`config.mk`:
```
export PLATFORM = sky130hd
export DESIGN_NAME = sector_hamming_ecc
export DESIGN_NICKNAME = d
export VERILOG_FILES = /design/src/rtl/sector_hamming_ecc.sv
export SDC_FILE = /design/constraint.sdc
export NUM_CORES = 1
export LEC_CHECK = 0
export BUFFER_PORTS_ARGS = -buffer_cell sky130_fd_sc_hd__clkbuf_2
export CAP_MARGIN = 30
export CORE_ASPECT_RATIO = 0.6
export CORE_UTILIZATION = 50
export CTS_CLUSTER_SIZE = 30
export DETAILED_ROUTE_END_ITERATION = 8
export HOLD_SLACK_MARGIN = 0.15
export PLACE_DENSITY = 0.71
export SETUP_SLACK_MARGIN = 0.02
export SLEW_MARGIN = 20
export SYNTH_ARGS = -nofsm -noshare
export SYNTH_HDL_FRONTEND = slang
export SYNTH_SLANG_ARGS = --single-unit
```
`constraint.sdc`:
```
create_clock -name clk -period 7.4 [get_ports clk]
set_clock_uncertainty 0.05 [all_clocks]
set_input_delay 0.74 -clock clk [delete_from_list [all_inputs] [get_ports clk]]
set_output_delay 0.74 -clock clk [all_outputs]
set_load 0.02 [all_outputs]
```
`src/rtl/sector_hamming_ecc.sv`:
```
module sector_hamming_ecc #(
  parameter int SECTOR_BYTES = 512
) (
  input  logic                              clk,
  input  logic                              rst_n,
  input  logic                              start,
  input  logic                              rd_mode,
  input  logic                              in_valid,
  input  logic [7:0]                        in_byte,
  output logic                              done,
  output logic [2*($clog2(SECTOR_BYTES)+3)-1:0] code_bytes,
  output logic [1:0]                        status,
  output logic [$clog2(SECTOR_BYTES)-1:0]   err_byte,
  output logic [2:0]                        err_bit
);
  localparam int OFF_W = $clog2(SECTOR_BYTES);
  localparam int AW    = OFF_W + 3;
  localparam int CW    = 2 * AW;
  localparam int CB    = (CW + 7) / 8;
  localparam int CNT_W = $clog2(SECTOR_BYTES + CB + 1);
  localparam logic [CNT_W-1:0] N_DATA = CNT_W'(SECTOR_BYTES);
  localparam logic [CNT_W-1:0] N_ALL  = CNT_W'(SECTOR_BYTES + CB);
  localparam logic [OFF_W:0]   SEC_LIM = (OFF_W+1)'(SECTOR_BYTES);

  localparam logic [1:0] ST_CLEAN = 2'd0;
  localparam logic [1:0] ST_DATA  = 2'd1;
  localparam logic [1:0] ST_CODE  = 2'd2;
  localparam logic [1:0] ST_BAD   = 2'd3;

  logic             rd_q;
  logic [CNT_W-1:0] cnt;
  logic [AW-1:0]    hi_acc;
  logic             par_acc;
  logic [CB*8-1:0]  stored;

  wire [CNT_W-1:0] limit   = rd_q ? N_ALL : N_DATA;
  wire             take    = in_valid && (cnt < limit);
  wire             in_data = cnt < N_DATA;
  wire [CNT_W-1:0] sidx    = cnt - N_DATA;

  wire       bpar = ^in_byte;
  wire [2:0] colx = {^in_byte[7:4],
                     in_byte[2] ^ in_byte[3] ^ in_byte[6] ^ in_byte[7],
                     in_byte[1] ^ in_byte[3] ^ in_byte[5] ^ in_byte[7]};
  wire [AW-1:0] contrib = {bpar ? cnt[OFF_W-1:0] : {OFF_W{1'b0}}, colx};

  always_ff @(posedge clk or negedge rst_n) begin
    if (!rst_n) begin
      rd_q    <= 1'b0;
      cnt     <= '0;
      hi_acc  <= '0;
      par_acc <= 1'b0;
      stored  <= '1;
      done    <= 1'b0;
    end else if (start) begin
      rd_q    <= rd_mode;
      cnt     <= '0;
      hi_acc  <= '0;
      par_acc <= 1'b0;
      stored  <= '1;
      done    <= 1'b0;
    end else begin
      done <= take && (cnt == limit - 1'b1);
      if (take) begin
        cnt <= cnt + 1'b1;
        if (in_data) begin
          hi_acc  <= hi_acc ^ contrib;
          par_acc <= par_acc ^ bpar;
        end else begin
          for (int k = 0; k < CB; k++)
            if (sidx == CNT_W'(k)) stored[8*k +: 8] <= in_byte;
        end
      end
    end
  end

  assign code_bytes = ~{hi_acc, hi_acc ^ {AW{par_acc}}};

  wire [CW-1:0] check   = code_bytes ^ stored[CW-1:0];
  wire [AW-1:0] halves  = check[AW-1:0] ^ check[CW-1:AW];
  wire [OFF_W-1:0] off  = check[CW-1:AW+3];

  assign err_byte = off;
  assign err_bit  = check[AW+2:AW];

  always_comb begin
    if (check == '0)                 status = ST_CLEAN;
    else if (halves == '1)           status = ({1'b0, off} < SEC_LIM) ? ST_DATA : ST_BAD;
    else if ($onehot(check))         status = ST_CODE;
    else                             status = ST_BAD;
  end


  p_clear_r3: assert property (@(posedge clk) disable iff (!rst_n)
    start |=> (code_bytes == '1 && status == ST_CLEAN && !done));

  p_done_pulse_r4: assert property (@(posedge clk) disable iff (!rst_n)
    done |=> !done);
  p_done_cause_r5: assert property (@(posedge clk) disable iff (!rst_n)
    done |-> $past(in_valid));

  p_ignore_extra_r10: assert property (@(posedge clk) disable iff (!rst_n)
    (cnt == limit && !start) |=> $stable(code_bytes));

  p_clean_match_r6: assert property (@(posedge clk) disable iff (!rst_n)
    (done && rd_q && status == ST_CLEAN) |-> code_bytes == stored[CW-1:0]);
endmodule

```
==> reports/metrics.yaml, run 1 <==
peakVddDrop_mv: 0.240
synthAdderAreaFrac_pct: 13.4
grt_pass1_vias: 2933
nets: 478
setup.worst_path.start_class: "flop"
worst-path-max-fanout: 20
totalWireLength_mm: 9.48
synthArstFlopShare_pct: 100
drv_cap: 0
path_buf_inv: 2
ff_latch_area_um2: 1260
finalCriticalPeriod_ns: 6.24
portBuffers: 51
postRouteAntennaNets: 0
cpMostUsedCell: "fa_1"
critical-path-slowest-cell: "dfrtp_1"
grt_util_all_layers_pct: 26.3
vias: 2925
leakage_nw: 1.72
dieArea_um2: 7860
synth_ff_type: "dfrtp_1"
finalMaxSlewViolations: 0
hold_buffers: 0
clock_power_share_pct: 22.5
die_w_um: 114
seq_area_frac_synth_pct: 33.5
yosys.area_share.simple_pct: 14.5
finish.utilization_pct: 59.2
stdcell_count: 540
area_growth_pct: 14.7
max_freq_ghz: 0.160
gp_congestion: 0.859
cts_buffers: 5
grt.overflow.total: 0
drive_gt1_share_pct: 21.1
nFillCells: 639
min_path_type: "input pin to asynchronous set/reset pin"
clk_path_buf_depth: 2
rsz0062_at_grt: "no"
cp_cell_sequence: "xnor2_1, xnor2_1, fa_1, fa_1, fa_1, fa_1, inv_1, fa_1, ha_1, fa_1, nor4_1, a41oi_1, clkbuf_2"
clk_transition_reported_paths_ns: 0.06
wl_per_cell_um: 17.5
diodes: 0
finalHoldViolCount: 0
core_um2: 7270
combPwrFrac_pct: 54.1
setup_viol: 0
io_pins: 52
synth_compound_area_share_pct: 6.98
synth_xor_area_share_pct: 18.2
multiInputGateArea_um2: 2240
drc_errors: 0
post-route-period-util_pct: 84.4
dr.pass1.iters: 4
rows: 24
intPower_mw: 0.730
status: "completed"
crit_arrival_ns: 5.45
post_cts_buffers: 0
crit_required_ns: 6.61
synth_mux_area_share_pct: 6.71
synth_area_per_cell_um2: 9.66
slew_headroom_pct: 46.4
switching_share_pct: 41.7
p_sw_mw: 0.521
grt_start_max_net_pins: 50
cts_root_buf: "clkbuf_16"
reg2reg_slack_ns: 4.94
syn-cell-area_um2: 3750
via_per_inst: 5.42
synth_nets: 431
tightest_slew_ns: 0.804
cts_resized: 0
end_kind: "output pin"
hpwl_mm: 7.46
yosys_warnings: 0
critPathKind: "flop to output pin"
antenna_found_initial: 0
yosys.cell_types.count: 40
fp.dieH_um: 69.1
dr.first_iter.drc_count: 249
place_inst: 532
finalSetupTns_ns: 0
whs_ns: 0.493
synth_top_family_by_area: "XOR/XNOR gates"
grt_pass1_wl_mm: 15.6
cp_slowest_stage_delay_ns: 0.87
p_per_area_nw_per_um2: 291
htreeDepth: 2
yosys_register_bits: 49
clock_latency_ns: 0.30
cp_top_family: "adder cells"
synth_edf_count: 0
initial_core_util_pct: 51.6
cts_tree: "done"
synth_cells: 388
r2r_end: "stored[23]$_DFFE_PN1P_"
r2r-start: "cnt[0]$_DFFE_PN0P_"
design_power_total_mw: 1.25
cts_sinks: 49
pwr-share-seq_pct: 23.4
r2r_cells: 7
## logic make-up after synthesis
logic type | after synthesis
AND/OR/NAND/NOR | 107
XOR/XNOR | 78
buffers and inverters | 64
flip-flops | 49
AO/OA/AOI/OAI | 35
adder cells (fa/ha/maj) | 30
multiplexers | 25
## how the worst max path moves through the flow
stage,to,startpoint,slack (ns),depth (start not counted)
after global placement,status[0],par_acc$_DFFE_PN0P_,1.64,13
after CTS,status[0],par_acc$_DFFE_PN0P_,1.15,13
after floorplan,status[0],par_acc$_DFFE_PN0P_,1.34,15
after global routing,status[0],par_acc$_DFFE_PN0P_,0.78,13
final,status[0],par_acc$_DFFE_PN0P_,1.16,13
after detailed placement,status[0],par_acc$_DFFE_PN0P_,1.48,13
## metal layers
metal	up-vias	global-route usage, %	routed length (um)	share of wire (%)
li1	1378	-	-	-
met1	1438	40.0	4480	47
met2	93	36.9	4080	43
met3	16	6.33	795	8.4
met4	0	7.22	117	1.2
met5	-	0	0	0
## synthesized netlist by cell type (3+ instances only)
master     n  area, um2
clkbuf_1  11       41.3
ha_1      13        163
nor3_1     6       30.0
or3_1      7       43.8
o21ai_0    6       30.0
inv_1     50        188
dfrtp_1   25        626
nand4_1    5       31.3
a21oi_1    6       30.0
nor3_4     3       48.8
dfstp_2   24        631
fa_1      17        340
xor2_1    11       96.3
xnor2_1   67        587
mux2i_1   24        240
o311ai_0   7       61.3
nor4_1    10       62.6
o41ai_1    8       70.1
nand3_1    9       45.0
nand2_1   42        158
nor2_1    16       60.1
## state kept, by name, indices dropped and copies added (netlist names)
name     count
cnt         10
done         1
hi_acc      12
par_acc      1
rd_q         1
stored      24
## worst reg2reg max path: cells and delay by family, from the launching register on
family | cells | cell delay [ns]
AND/OR/NAND/NOR | 4 | 1.18
flip-flops | 1 | 0.41
buffers and inverters | 1 | 0.25
multiplexers | 1 | 0.26
adder cells (fa/ha/maj) | 1 | 0.21
## per-stage QoR
stage / worst slack (ns) / cell area [um2]
after floorplan: 1.34 / 3750
after global placement: 1.64 / 4090
after detailed placement: 1.48 / 4120
after CTS: 1.15 / 4300
after global routing: 0.780 / 4300
final: 1.16 / 4300
## layout by cell type (no fill, tap or decap), types with 8 or more instances in the layout
cell	instances
clkbuf_2	51
dfrtp_1	25
dfstp_2	24
fa_1	17
ha_1	13
inv_1	50
mux2i_1	24
nand2_1	42
nand3_1	9
nor2_1	16
nor4_1	10
o41ai_1	8
xnor2_1	67
xor2_1	11
## power by group through the flow
stage,clock [mW],sequential (mW),combinational (mW)
floorplan,0,0.284,0.498
global placement,0,0.297,0.631
detailed placement,0,0.297,0.675
CTS,0.287,0.293,0.678
global route,0.300,0.295,0.771
finish,0.281,0.293,0.677
## layout make-up
class	instances	share of cell area (%)
clock buffers	6	3.49
clock inverters	2	0.815
inverters	50	4.36
multi-input cells	275	52.2
flip-flops and latches	49	29.2
well taps	104	3.03
repair buffers	54	6.92
Note: power is estimated with default switching activity, not from simulation.
==> run 2: changes to the inputs <==
--- a/config.mk
+++ b/config.mk
@@ -5,6 +5,7 @@
 export SDC_FILE = /design/constraint.sdc
 export NUM_CORES = 1
 export LEC_CHECK = 0
+export ABC_AREA = 1
 export BUFFER_PORTS_ARGS = -buffer_cell sky130_fd_sc_hd__clkbuf_2
 export CAP_MARGIN = 30
 export CORE_ASPECT_RATIO = 0.6
==> constraint.sdc (replaced) <==
create_clock -name clk -period 6 [get_ports clk]
set_clock_uncertainty 0.05 [all_clocks]
set_input_delay 0.6 -clock clk [delete_from_list [all_inputs] [get_ports clk]]
set_output_delay 0.6 -clock clk [all_outputs]
set_load 0.02 [all_outputs]
==> reports/metrics.yaml, run 2 <==
clock_latency_ns: 0.30  # about the same
synthArstFlopShare_pct: 100  # unchanged
synth_largest_area_cell: "nand2_1"
critical-path-slowest-cell: "fa_1"
largest_registers: "stored x24, hi_acc x12, cnt x10"
initial_core_util_pct: 53.5  # +1.9 points
dr.first_iter.drc_count: 265  # +6.4%
synthTopCellsByCount: "nand2_1, inv_1, nor2_1, nand3_1, dfrtp_1"
worst_slack_ns: -0.122  # -1.28 ns
max_freq_ghz: 0.163
dieArea_um2: 8400  # +6.9%
combPwrFrac_pct: 65.6  # +11 points
setup_viol: 1  # +1
p_sw_mw: 0.886  # +70%
peakVddDrop_mv: 0.335  # +40%
synth_top_area_share_pct: 17.0  # +0.19 points
end_kind: "output pin"
clk_transition_reported_paths_ns: 0.07  # about the same
syn-cell-area_um2: 4020  # +7.1%
worst-path-max-fanout: 4  # -80%
clk_path_buf_depth: 2  # unchanged
rsz0062_at_grt: "yes"
cp_slowest_stage_delay_ns: 0.57  # -0.30 ns
switching_share_pct: 45.6  # +3.9 points
htreeDepth: 2  # unchanged
critPathKind: "flop to output pin"
stdcell_count: 751  # +39%
grt_start_max_net_pins: 50  # unchanged
drv_cap: 0  # unchanged
portBuffers: 51  # unchanged
yosys-top-cells-area: "nand2_1, dfstp_2, dfrtp_1, fa_1, inv_1"
yosys_warnings: 0  # unchanged
diodes: 0  # unchanged
grt_util_all_layers_pct: 30.3  # +4.0 points
drive_gt1_share_pct: 24.7  # +3.6 points
p_per_area_nw_per_um2: 410  # +41%
cts_buffers: 5  # unchanged
finalCriticalPeriod_ns: 6.12
dr.pass1.iters: 5  # +1
drc_errors: 0  # unchanged
violations: "negative setup slack"
clock_power_share_pct: 15.3  # -7.2 points
finalHoldViolCount: 0  # unchanged
gp_congestion: 0.891  # +3.7%
rows: 24  # unchanged
largest_reg_flops: 24  # unchanged
pwr-share-seq_pct: 19.2  # -4.2 points
cp_cell_sequence: "inv_2, nand2_2, nand2_2, nand2_2, nand2_2, inv_2, fa_1, inv_2, fa_1, fa_1, fa_1, inv_2, fa_1, ha_2, fa_1, or3_4, nor4b_2, a21oi_1, buf_4"
nets: 689  # +44%
r2r-start: "cnt[0]$_DFFE_PN0P_"
slew_headroom_pct: 46.0  # -0.39 points
antenna_found_initial: 0  # unchanged
cts_tree: "done"
min_path_type: "input pin to asynchronous set/reset pin"
leakage_nw: 2.44  # +42%
yosys.cell_types.count: 35  # -13%
cts_root_buf: "clkbuf_16"
cpMostUsedCell: "fa_1"
synth_nets: 623  # +45%
setup.worst_path.start_class: "flop"
yosys_register_bits: 49  # unchanged
core_um2: 7510  # +3.3%
crit_required_ns: 5.35  # -1.26 ns
finalMaxSlewViolations: 0  # unchanged
finish.utilization_pct: 63.1  # +3.9 points
fp.dieH_um: 71.4  # +3.4%
via_per_inst: 5.34  # -1.3%
yosysMostFrequentCell: "nand2_1"
regMostFlops: "stored"
hpwl_mm: 9.09  # +22%
die_w_um: 118  # +3.4%
place_inst: 728  # +37%
status: "finished, violations left"
final_common_cell: "nand2_1"
grt_pass1_wl_mm: 19.6  # +26%
layout_common_cells: "nand2_1, inv_1, nor2_1, nand3_1, clkbuf_2"
tightest_slew_ns: 0.809  # +0.00493 ns
grt.overflow.total: 0  # unchanged
whs_ns: 0.343  # -0.150 ns
synth_area_per_cell_um2: 6.92  # -28%
post-route-period-util_pct: 102
crit_start: "hi_acc[7]$_DFFE_PN0P_"
postRouteAntennaNets: 0  # unchanged
vias: 4014  # +37%
synth_cells: 580  # +49%
synth_edf_count: 0  # unchanged
intPower_mw: 1.06  # +45%
wl_per_cell_um: 16.0  # -8.7%
totalWireLength_mm: 12.0  # +27%
seq_area_frac_synth_pct: 31.3  # -2.2 points
grt_pass1_vias: 3873  # +32%
synth_ff_type: "dfrtp_1"
area_growth_pct: 17.9
crit_arrival_ns: 5.47  # +0.02 ns
io_pins: 52  # unchanged
cts_sinks: 49  # unchanged
==> run 2: cell count changes after synthesis, sizes merged, moves of 24 or more <==
cell,before,now
mux2i,24,0
inv,50,95
xnor2,67,14
nor2,16,71
nand2,42,184
nand3,9,55
==> run 2: power groups by stage <==
| stage | sequential [mW] | clock [mW] | combinational, mW |
|---|---|---|---|
| detailed placement | 0.375 | 0 | 1.10 |
| global placement | 0.374 | 0 | 0.990 |
| global route | 0.374 | 0.313 | 1.40 |
| finish | 0.372 | 0.297 | 1.27 |
| CTS | 0.371 | 0.298 | 1.24 |
| floorplan | 0.370 | 0 | 0.794 |
==> run 2: area by class of cell <==
cell class | instances | area [um2]
fillers | 702 | 2770
multi-input cells | 426 | 2440
flip-flops and latches | 49 | 1260
repair buffers | 68 | 389
inverters | 95 | 362
well taps | 104 | 130
clock buffers | 5 | 125
clock inverters | 3 | 21.3
repair inverters | 1 | 7.51
==> run 2: metal layers <==
| metal | share of wire, % | GRT usage [%] | wire length (um) | up-vias |
|---|---|---|---|---|
| met5 | 0 | 0 | 0 | - |
| met4 | 1.6 | 6.13 | 197 | 0 |
| met3 | 9.7 | 7.64 | 1170 | 19 |
| met2 | 43 | 46.8 | 5140 | 203 |
| met1 | 46 | 43.4 | 5530 | 1878 |
| li1 | - | - | - | 1914 |
==> run 2: worst paths after layout <==
path	to	slack [ns]	cells after the start
worst max-delay path	status[0]	-0.12	19
worst min-delay path	rd_q$_DFFE_PN0P_	0.34	2
worst max register to register	stored[20]$_DFFE_PN1P_	3.53	10
worst min register to register	stored[2]$_DFFE_PN1P_	0.46	2
max in group asynchronous	hi_acc[7]$_DFFE_PN0P_	5.08	2
min in group clk	rd_q$_DFFE_PN0P_	0.46	3
==> run 2: stage by stage <==
step / TNS (ns) / total power [mW] / setup slack (ns) / area, um2
5_1_grt: -0.221 / 2.09 / -0.221 / 4730
4_1_cts: -0.0593 / 1.91 / -0.0593 / 4630
3_3_place_gp: 0 / 1.36 / 0.361 / 4360
2_1_floorplan: 0 / 1.16 / 0.271 / 4020
3_5_place_dp: 0 / 1.47 / 0.101 / 4360
6_report: -0.122 / 1.94 / -0.122 / 4730
==> run 2: cell families after synthesis <==
logic type,synth area share [%]
simple gates,35.0
buf+inv,10.4
flops,31.3
compound gates,5.64
fa+ha+maj,12.5
xor+xnor,5.17
==> run 2: critical path: cells and delay by family, from the launching register on <==
kind	cells	cell delay (ns)
AO/OA/AOI/OAI	1	0.10
adder cells (fa/ha/maj)	7	3.21
buffers and inverters	5	0.44
flip-flops	1	0.46
AND/OR/NAND/NOR	6	0.95
==> run 2: what timing repair did <==
action | in CTS | in global routing
endpoints found under the setup margin | 1 | 1
pin swaps | 1 | 15
setup buffers | 9 | 4
cloned | 2 | 0
gates resized for setup | 12 | 32
hold endpoints to repair | 0 | 0
hold buffers | 0 | 0
==> run 3: changes to the inputs <==
--- a/config.mk
+++ b/config.mk
@@ -5,7 +5,7 @@
 export SDC_FILE = /design/constraint.sdc
 export NUM_CORES = 1
 export LEC_CHECK = 0
-export ABC_AREA = 1
+export ABC_AREA = 0
 export BUFFER_PORTS_ARGS = -buffer_cell sky130_fd_sc_hd__clkbuf_2
 export CAP_MARGIN = 30
 export CORE_ASPECT_RATIO = 0.6
==> reports/metrics.yaml, run 3 (same netlist as run 1, synthesis figures left out) <==
switching_share_pct: 43.0  # -2.6 points
design_power_total_mw: 1.49  # -23%
tightest_slew_ns: 0.694  # -0.115 ns
drive_gt1_share_pct: 21.3  # -3.4 points
p_per_area_nw_per_um2: 350  # -15%
cts_buffers: 5  # unchanged
pwr-share-seq_pct: 23.8  # +4.6 points
cts_sinks: 49  # unchanged
critPathKind: "flop to output pin"
combPwrFrac_pct: 57.0  # -8.6 points
finalSetupTns_ns: 0  # +0.122 ns
grt_pass1_vias: 2927  # -24%
nets: 479  # -30%
drc_errors: 0  # unchanged
critical-path-slowest-cell: "fa_1"
placed_area_um2: 4110  # -5.8%
cts_root_buf: "clkbuf_16"
diodes: 0  # unchanged
highest_layer: "met4"
cp_slowest_stage_delay_ns: 0.52  # -0.05 ns
min_path_type: "input pin to asynchronous set/reset pin"
wl_per_cell_um: 17.8  # +11%
leakage_nw: 1.70  # -30%
grt_start_max_net_pins: 50  # unchanged
finish.utilization_pct: 58.7  # -4.4 points
portBuffers: 51  # unchanged
htreeDepth: 2  # unchanged
gp_congestion: 0.887  # -0.43%
via_per_inst: 5.46  # +2.2%
finalHoldViolCount: 0  # unchanged
layout_common_cells: "xnor2_1, clkbuf_2, inv_1, nand2_1"
vias: 2955  # -26%
totalWireLength_mm: 9.64  # -20%
hpwl_mm: 7.52  # -17%
setup_viol: 0  # -1
crit_arrival_ns: 5.08  # -0.39 ns
peakVddDrop_mv: 0.233  # -31%
hold_buffers: 0  # unchanged
stdcell_count: 541  # -28%
cts_tree: "done"
intPower_mw: 0.851  # -20%
regMostFlops: "stored"
die_w_um: 114  # -3.3%
worst-path-max-fanout: 11  # +7
setup.worst_path.start_class: "flop"
post-route-period-util_pct: 95.5  # -6.6 points
finalMaxSlewViolations: 0  # unchanged
met2WireLength_mm: 4.17  # -19%
rows: 24  # unchanged
antenna_found_initial: 0  # unchanged
cp_cell_sequence: "buf_4, xnor2_2, xnor2_1, fa_1, fa_1, fa_1, fa_1, inv_1, fa_1, ha_1, fa_1, nor4_1, a41oi_1, clkbuf_2"
postRouteAntennaNets: 0  # unchanged
largest_registers: "stored x24, hi_acc x12, cnt x10"
io_pins: 52  # unchanged
grt_pass1_wl_mm: 15.6  # -20%
max_freq_ghz: 0.175  # +6.9%
core_um2: 7270  # -3.2%
drv_cap: 0  # unchanged
post_cts_buffers: 0  # -9
status: "completed"
finalCriticalPeriod_ns: 5.73  # -0.394 ns
grt.overflow.total: 0  # unchanged
fp.dieH_um: 69.1  # -3.3%
initial_core_util_pct: 51.6  # -1.9 points
final_common_cell: "xnor2_1"
area_growth_pct: 13.8
fin_area_um2: 4270  # -9.9%
slew_headroom_pct: 53.6  # +7.6 points
clock_latency_ns: 0.29  # about the same
p_sw_mw: 0.642  # -28%
largest_reg_flops: 24  # unchanged
dr.first_iter.drc_count: 181  # -32%
wl_met3_um: 619  # -47%
cpMostUsedCell: "fa_1"
dr.pass1.iters: 4  # -1
clk_path_buf_depth: 2  # unchanged
crit_required_ns: 5.35  # about the same
r2r_cells: 7  # -3
grt_util_all_layers_pct: 26.1  # -4.2 points
rsz0062_at_grt: "no"
clock_power_share_pct: 19.2  # +3.9 points
wl_met1_mm: 4.76  # -14%
dieArea_um2: 7860  # -6.5%
end_kind: "output pin"
place_inst: 533  # -27%
clk_transition_reported_paths_ns: 0.06  # about the same
==> run 3: cell count changes in the layout (fill, tap and decap cells not counted), moves of 8 or more <==
cell and change:
nand2_1 -121, xnor2_1 +56, nor2_1 -52, nand3_1 -42
inv_1 -33, mux2i_1 +24, nand2_2 -19, buf_4 -13
inv_2 -11, o21ai_1 -11, nor4_1 +9, o21ai_0 -8
o41ai_1 +8
==> run 3: power by group through the flow <==
stage	clock, mW	sequential (mW)	combinational (mW)
3_3_place_gp	0	0.360	0.796
5_1_grt	0.305	0.357	0.970
2_1_floorplan	0	0.350	0.614
6_report	0.287	0.355	0.850
3_5_place_dp	0	0.360	0.851
4_1_cts	0.295	0.355	0.853
==> run 3: cell type report <==
type	count	area, um2
timing repair buffer	55	293
tap	104	130
multi-input combinational	275	2250
clock buffer	8	146
inverter	50	188
fill	658	3000
sequential	49	1260
==> run 3: through the flow <==
stage | hold slack [ns] | worst slack [ns]
after floorplan | 0.254 | 0.0788
after global placement | 0.503 | 0.597
after detailed placement | 0.506 | 0.496
after CTS | 0.392 | 0.172
after global routing | 0.405 | 0.0253
final | 0.366 | 0.272
==> run 3: worst paths after layout <==
check                                      start                      to  slack [ns]
min in group clk                         rd_mode        rd_q$_DFFE_PN0P_        0.46
min                                        rst_n   hi_acc[9]$_DFFE_PN0P_        0.37
min reg2reg                stored[0]$_DFFE_PN1P_   stored[0]$_DFFE_PN1P_        0.52
max in group asynchronous                  rst_n     par_acc$_DFFE_PN0P_        5.08
max                          par_acc$_DFFE_PN0P_               status[0]        0.27
max reg2reg                   cnt[0]$_DFFE_PN0P_  stored[21]$_DFFE_PN1P_        3.49
==> run 3: what timing repair did <==
action	CTS	global route
setup endpoints to repair	0	1
endpoints found under the hold margin	0	0
gates resized for setup	0	2
==> run 3: worst max-delay path, delay by kind of cell (launching register included) <==
| kind | cells | cell delay (ns) |
|---|---|---|
| compound gates | 1 | 0.16 |
| flops | 1 | 0.50 |
| simple gates | 1 | 0.25 |
| fa+ha+maj | 7 | 3.06 |
| buf+inv | 3 | 0.46 |
| xor+xnor | 2 | 0.37 |
==> run 3: per-layer routing <==
layer,track usage (%),vias up
li1,-,1380
met2,36.9,98
met3,6.42,13
met4,6.20,0
met5,0,-
met1,39.8,1464
